--- src/rtl/lpm_lookup.sv ---
module lpm_lookup #(
  parameter int ADDR_W  = 8,
  parameter int ENTRIES = 8,
  parameter int PORT_W  = 3,
  localparam int LEN_W  = $clog2(ADDR_W + 1),
  localparam int IDX_W  = $clog2(ENTRIES)
) (
  input  logic              clk,
  input  logic              rst_n,
  input  logic              wr_en,
  input  logic [IDX_W-1:0]  wr_idx,
  input  logic              wr_valid,
  input  logic [ADDR_W-1:0] wr_prefix,
  input  logic [LEN_W-1:0]  wr_len,
  input  logic [PORT_W-1:0] wr_port,
  input  logic              fixed_mode,
  input  logic [LEN_W-1:0]  fixed_len,
  input  logic              req_valid,
  output logic              req_ready,
  input  logic [ADDR_W-1:0] req_addr,
  output logic              rsp_valid,
  input  logic              rsp_ready,
  output logic [PORT_W-1:0] rsp_port,
  output logic              rsp_miss
);

  localparam logic [LEN_W-1:0] MAX_LEN = LEN_W'(ADDR_W);

  function automatic logic [ADDR_W-1:0] len_mask(input logic [LEN_W-1:0] len);
    logic [ADDR_W-1:0] m;
    for (int b = 0; b < ADDR_W; b++)
      m[b] = (ADDR_W - b) <= int'(len);
    return m;
  endfunction

  logic              ent_vld  [ENTRIES];
  logic [ADDR_W-1:0] ent_pfx  [ENTRIES];
  logic [LEN_W-1:0]  ent_len  [ENTRIES];
  logic [PORT_W-1:0] ent_port [ENTRIES];

  logic [LEN_W-1:0] wr_len_c;
  assign wr_len_c = (wr_len > MAX_LEN) ? MAX_LEN : wr_len;

  always_ff @(posedge clk) begin
    if (!rst_n) begin
      for (int i = 0; i < ENTRIES; i++) begin
        ent_vld[i]  <= 1'b0;
        ent_pfx[i]  <= '0;
        ent_len[i]  <= '0;
        ent_port[i] <= '0;
      end
    end else if (wr_en) begin
      ent_vld[wr_idx]  <= wr_valid;
      ent_pfx[wr_idx]  <= wr_prefix & len_mask(wr_len_c);
      ent_len[wr_idx]  <= wr_len_c;
      ent_port[wr_idx] <= wr_port;
    end
  end

  logic [ENTRIES-1:0] hit;

  for (genvar i = 0; i < ENTRIES; i++) begin : g_cmp
    logic len_ok;
    assign len_ok = !fixed_mode || (ent_len[i] == fixed_len);
    assign hit[i] = ent_vld[i] && len_ok &&
                    ((req_addr & len_mask(ent_len[i])) == ent_pfx[i]);
  end

  logic             found;
  logic [LEN_W-1:0] best_len;
  logic [IDX_W-1:0] best_idx;

  always_comb begin
    found    = 1'b0;
    best_len = '0;
    best_idx = '0;
    for (int i = ENTRIES - 1; i >= 0; i--) begin
      if (hit[i] && (!found || ent_len[i] >= best_len)) begin
        found    = 1'b1;
        best_len = ent_len[i];
        best_idx = IDX_W'(i);
      end
    end
  end

  assign req_ready = !rsp_valid || rsp_ready;

  always_ff @(posedge clk) begin
    if (!rst_n) begin
      rsp_valid <= 1'b0;
      rsp_port  <= '0;
      rsp_miss  <= 1'b0;
    end else if (req_valid && req_ready) begin
      rsp_valid <= 1'b1;
      rsp_port  <= found ? ent_port[best_idx] : '0;
      rsp_miss  <= !found;
    end else if (rsp_ready) begin
      rsp_valid <= 1'b0;
    end
  end

endmodule

--- config.mk ---
export PLATFORM = sky130hd
export DESIGN_NAME = lpm_lookup
export DESIGN_NICKNAME = d
export VERILOG_FILES = /design/src/rtl/lpm_lookup.sv
export SDC_FILE = /design/constraint.sdc
export NUM_CORES = 1
export LEC_CHECK = 0
export ABC_AREA = 1
export BUFFER_PORTS_ARGS = -buffer_cell sky130_fd_sc_hd__buf_2
export CORE_MARGIN = 2
export CORE_UTILIZATION = 50
export DETAILED_ROUTE_END_ITERATION = 10
export PLACE_DENSITY_LB_ADDON = 0.08
export SLEW_MARGIN = 40
export SYNTH_ARGS = -nofsm -noshare
export SYNTH_HDL_FRONTEND = slang
export SYNTH_SLANG_ARGS = --single-unit
--- constraint.sdc ---
create_clock -name clk -period 28.5 [get_ports clk]
set_input_delay 4.275 -clock clk [delete_from_list [all_inputs] [get_ports clk]]
set_output_delay 4.275 -clock clk [all_outputs]
set_load 0.02 [all_outputs]
# After elaboration in Yosys (flattened, before gate mapping)
# Memory sizes are Yosys's and may differ from the RTL's.
# Cells that the tools add are included.
# W data, S select, Z words.
# word_totals
in_bits	37
mem_bits_rw	128
rom_bits	0
elab_cells	210
register_bits	5
mem_count	4
latchBits	0
out_inout_bits	6
# mem_list
memory	depth	word_bits	rd	rd_ports_with_merged_regs	write_ports	line	rtl
ent_pfx	8	8	8	0	8	37	logic [ADDR_W-1:0] ent_pfx [ENTRIES];
ent_len	8	4	8	0	8	38	logic [LEN_W-1:0] ent_len [ENTRIES];
ent_port	8	3	1	0	8	39	logic [PORT_W-1:0] ent_port [ENTRIES];
ent_vld	8	1	8	0	8	36	logic ent_vld [ENTRIES];
# classes
eq_ne	16
mul	0
order_cmp	80
bitwise_logic	9
div_mod_pow	0
shift	0
n_addsub	0
muxes	43
reduce_logical	55
# ops
cell	n
$le A3 B4 Y1 const A	36
$and A8 B8 Y8	9
$le A2 B4 Y1 const A	18
$eq A8 B8 Y1	8
$mux W3	14
$le A1 B4 Y1 const A	9
$le A4 B4 Y1 const A	9
$mux W4	9
$eq A4 B4 Y1	8
$ge A4 B4 Y1	7
$logic_and A1 B1 Y1	24
$mux W1	19
$logic_or A1 B1 Y1	16
$logic_not A1 Y1	10
$mux W8	1
$reduce_or A8 Y1	1
$gt A4 B4 Y1 const B	1
$reduce_or A4 Y1	1
$reduce_or A3 Y1	1
$reduce_bool A2 Y1	1
$reduce_or A1 Y1	1

# Logic depth before layout (Yosys ltp)
# An unclocked memory read counts as a cell.
# logic_depth
depth_word	35
depth_mapped	91
mapped_depth_nobuf	89

# Worst setup path before layout
# Ideal clock, no wire load.
# synth_path
kind	input -> register
startpoint	in fixed_len[2]
endpoint	reg rsp_port[1]
required_time_ns	28.382
n_path_buf	2
setup_slack_ns	15.338
t_arrival_ns	13.045
setup_ns	0.118
stages	88
path_cell_list	buf_4 inv_1 nand2_1 nand2_1 nor2_1 nand2_1 nand2_1 nand2_1 nor2_2 nand2_4 nor2_1 ha_1 inv_1 nand2_1 a21oi_1 o21bai_1 a21oi_1 nand2_1 (+52 left out) nand2_1 nand2_1 ha_1 inv_1 a21boi_0 o21ai_0 nand2_1 a21oi_1 nand2_1 nand2_2 buf_2 nand3_1 nand3_2 nand2_1 nand2_1 nand2_1 nand2_1 a21oi_2
# synth_between
elab_chain_len	35
word_cells_on_any_way	85
classes_between	7 x order compare; 8 x eq/ne; 24 x mux; 45 x reduce/logical; 1 x memory
# synth_rtl
element	line	rtl
from (decl)	17	input logic [LEN_W-1:0] fixed_len,
$eq A4 B4 Y1	64	assign len_ok = !fixed_mode || (ent_len[i] == fixed_len);
$logic_or A1 B1 Y1	64	
$logic_and A1 B1 Y1 (2 in a row)	65	assign hit[i] = ent_vld[i] && len_ok &&
$mux W4 / $mux W1 (equally long branches)	78	if (hit[i] && (!found || ent_len[i] >= best_len)) begin
$ge A4 B4 Y1 / $logic_not A1 Y1 (equally long branches)	78	
$logic_or A1 B1 Y1	78	
$logic_and A1 B1 Y1	78	
$mux W4 / $mux W1 (equally long branches)	78	
(+18 left out)	--	
$logic_and A1 B1 Y1	78	
$mux W4 / $mux W1 (equally long branches)	78	
$ge A4 B4 Y1 / $logic_not A1 Y1 (equally long branches)	78	
$logic_or A1 B1 Y1	78	
$logic_and A1 B1 Y1	78	
$mux W3	78	
$mem_v2 Z8 W3	--	
$mux W3 (*)	95	rsp_port <= found ? ent_port[best_idx] : '0;
to (signal assigned)	95	
to (decl)	23	output logic [PORT_W-1:0] rsp_port,
# Every way passes the cells marked *; elsewhere a longest branch is shown, timed or not.
# A chain may end at the register's enable or synchronous reset.

# Worst setup path in the final report
# layout_path
startpoint	in req_addr[3]
endpoint	reg rsp_port[2]
# layout_between
elab_chain_len	34
word_cells_on_any_way	77
classes_between	7 x order compare; 8 x eq/ne; 24 x mux; 8 x bitwise; 29 x reduce/logical; 1 x memory
# layout_rtl
element	line	rtl
from (decl)	20	input logic [ADDR_W-1:0] req_addr,
$and A8 B8 Y8	66	((req_addr & len_mask(ent_len[i])) == ent_pfx[i]);
$eq A8 B8 Y1	66	
$logic_and A1 B1 Y1	65	
$mux W4 / $mux W1 (equally long branches)	78	
$ge A4 B4 Y1 / $logic_not A1 Y1 (equally long branches)	78	
$logic_or A1 B1 Y1	78	
$logic_and A1 B1 Y1	78	
$mux W4 / $mux W1 (equally long branches)	78	
(+18 left out)	--	
$logic_and A1 B1 Y1	78	
$mux W4 / $mux W1 (equally long branches)	78	
$ge A4 B4 Y1 / $logic_not A1 Y1 (equally long branches)	78	
$logic_or A1 B1 Y1	78	
$logic_and A1 B1 Y1	78	
$mux W3	78	
$mem_v2 Z8 W3	--	
$mux W3 (*)	95	
# Marks and branches as above.

==> results.sh <==
export IMPL_outcome="finished, final reports clean"
export IMPL_stdcell_area_um2=9600
export IMPL_holdWs_ns=0.466
export IMPL_post_cts_buffers=0
export IMPL_hold_end="rsp_port[0]$_SDFFE_PN0P_"
export IMPL_dp_slack_ns=13.96
export IMPL_async_reset_ff_share_pct=0
export IMPL_place_area_um2=8990
export IMPL_synth_seq_area_share_pct=44.8
export IMPL_dpl_hpwl_mm=18.4
export IMPL_cts_buffers=17
export IMPL_min_path_type="flip-flop to flip-flop"
export IMPL_start_kind="input port"
export IMPL_ys_top_cells_by_area="edfxtp_1, nand2_1, nor2_1"
export IMPL_nets=1206
export IMPL_clock_latency_ns=0.42
export IMPL_antenna_found_initial=0
export IMPL_cts_hold_buffers_added=0
export IMPL_slowest_delay_ns=0.30
export IMPL_place_gp_congestion=0.883
export IMPL_via_per_inst=5.42
export IMPL_initial_utilization_pct=50.5
export IMPL_power_mw=0.524
export IMPL_critical_path_required_ns=28.85
export IMPL_finalWorstSetupSlack_ns=14.25
export IMPL_ys_seq_elements=133
export IMPL_core_area_um2=17100
export IMPL_syn_num_nets=1169
export IMPL_dieWidth_um=135
export IMPL_seq_area_um2=3860
export IMPL_finalSetupViolCount=0
export IMPL_htree_levels=4
export IMPL_clock_root_buffer="clkbuf_16"
export IMPL_drive_above_1_share_pct=11.4
export IMPL_fillCellCount=1619
export IMPL_grt_use_total_pct=28.9
export IMPL_netlist_area_um2=8620
export IMPL_grt_pass1_wl_mm=38.9
export IMPL_min_from="rsp_port[0]$_SDFFE_PN0P_"
export IMPL_die_area_um2=18300
export IMPL_rr_startpoint="ent_len[7][3]$_SDFFCE_PN0P_"
export IMPL_drc_errors=0
export IMPL_synth_cells=1104
export IMPL_yosysTopAreaCell="edfxtp_1"
export IMPL_hold_viol_final=0
export IMPL_crit_slowest_cell="mux2i_1"
export IMPL_dr_first_iter_drc_count=671
export IMPL_hold_depth=2
export IMPL_diodes=0
export IMPL_max_slew_worst_pin_slew_ns=0.776
export IMPL_powerDensity_nw_per_um2=54.6
export IMPL_r2r_setup_slack_ns=17.65
export IMPL_syn_to_final_growth_pct=11.4
export IMPL_portBuffers=42
export IMPL_synthTopCellsByCount="nand2_1, nor2_1, inv_1"
export IMPL_rsz0062_at_grt="false"
export IMPL_max_clock_freq_ghz=0.0702
export IMPL_crit_arrival_ns=14.60
export IMPL_yosysMostFrequentCell="nand2_1"
export IMPL_finish_utilization_pct=56.3
export IMPL_synth_top_area_share_pct=41.8
export IMPL_finalClockSkew_ns=0.00761
export IMPL_cts_tree="built"
export IMPL_path_class="input port to flip-flop"
export IMPL_synth_edff_count=120
export IMPL_relSlewSlack_pct=48.1
export IMPL_syn_area_per_cell_um2=7.81
export IMPL_chipHeight_um=135
export IMPL_cp_common_cell="nand2_1"
export IMPL_multi_input_area_um2=4100
export IMPL_timing_rr_end="rsp_port[2]$_SDFFE_PN0P_"
export IMPL_tns_ns=0
export IMPL_synth_warnings=0
export IMPL_grt_pass1_vias=6837
export IMPL_via_count=7478
export IMPL_cts_buffer_depth=2
export IMPL_power_static_leakage_nw=4.27
export IMPL_rows=48
export IMPL_instances_no_fill=1379
export IMPL_antenna_left=0
export IMPL_synth_cell_types=42
export IMPL_cap_viol_max_count=0
export IMPL_end_kind="flip-flop"
export IMPL_place_inst=1347
export IMPL_cts_sinks=133
export IMPL_first_pass_iters=5
export IMPL_slew_violations=0
export IMPL_fin_crit_sh_pct=50.0
export IMPL_grt_max_degree=19
export IMPL_wl_per_cell_um=18.4
export IMPL_min_period_ns=14.25
export IMPL_reg2reg_depth=84
export IMPL_cts_resized=0
export IMPL_ys_flop_type="edfxtp_1"
export IMPL_overflow=0
export IMPL_wirelength_mm=25.3
export IMPL_clkSlewWorstSetupHoldPaths_ns=0.06
export IMPL_peakVddDrop_mv=0.0393
export IMPL_crit_path_max_fanout=15
export IMPL_io_pins=43
[metal layers]
metal / track usage [%] / wire [µm] / share of wire (%)
met1: 41.9 / 11300 / 45
met2: 44.3 / 11100 / 44
met3: 5.50 / 2200 / 8.7
met4: 8.45 / 669 / 2.6
met5: 0 / 0 / 0
[kinds of logic after synthesis]
| group | count (synthesis) | share of synthesized area (%) |
|---|---|---|
| adders and majority gates | 28 | 4.07 |
| and+or+nand+nor | 646 | 32.8 |
| DFF | 133 | 44.8 |
| xor gates and xnor gates | 45 | 4.57 |
| AOI/OAI and AO/OA | 86 | 5.81 |
| muxes | 2 | 0.232 |
| buffers and inverters | 164 | 7.65 |
[final cells by class]
| class | count | share of cell area (%) |
|---|---|---|
| Timing Repair Buffer | 43 | 2.27 |
| Tap cell | 225 | 2.93 |
| Clock buffer | 19 | 4.51 |
| Clock inverter | 13 | 1.90 |
| Inverter | 139 | 5.48 |
| Multi-Input combinational cell | 807 | 42.7 |
| Sequential cell | 133 | 40.2 |
[sequential cells by signal, summed over array words and instances, names as in the netlist]
signal / flops
ent_vld: 8
rsp_valid: 1
ent_len: 32
rsp_miss: 1
rsp_port: 3
ent_pfx: 64
ent_port: 24
[power breakdown]
group	total (mW)	switching (mW)	internal [mW]
clock	0.227	0.0813	0.146
combinational	0.0625	0.0428	0.0196
sequential	0.235	0.0102	0.224
total	0.524	0.134	0.390
[worst max path at each step]
stage | startpoint | cells after the start | end
global route | req_addr[3] | 87 | rsp_port[2]$_SDFFE_PN0P_
CTS | req_addr[3] | 86 | rsp_port[2]$_SDFFE_PN0P_
finish | req_addr[3] | 86 | rsp_port[2]$_SDFFE_PN0P_
floorplan | fixed_len[2] | 88 | rsp_port[1]$_SDFFE_PN0P_
global placement | fixed_len[3] | 86 | rsp_port[0]$_SDFFE_PN0P_
detailed placement | req_addr[3] | 86 | rsp_port[2]$_SDFFE_PN0P_
[critical path: cells and delay by family]
kind	cells	cell delay, ns
compound gates	26	3.33
fa+ha+maj	7	1.82
buf+inv	15	1.27
mux	1	0.30
simple gates	37	3.60
[cell usage in the layout (no fill, tap or decap), types with 17 or more instances in the layout]
cell | netlist | layout
buf_2 | 7 | 42
nor2_1 | 175 | 175
clkbuf_16 | 0 | 17
nand2_1 | 308 | 308
edfxtp_1 | 120 | 120
o21ai_0 | 27 | 27
xor2_1 | 24 | 24
xnor2_1 | 21 | 21
inv_1 | 122 | 122
ha_1 | 28 | 28
nand3b_1 | 25 | 25
nand3_1 | 75 | 75
o21ai_1 | 18 | 17
No activity file was read; power rests on OpenSTA's default activity.
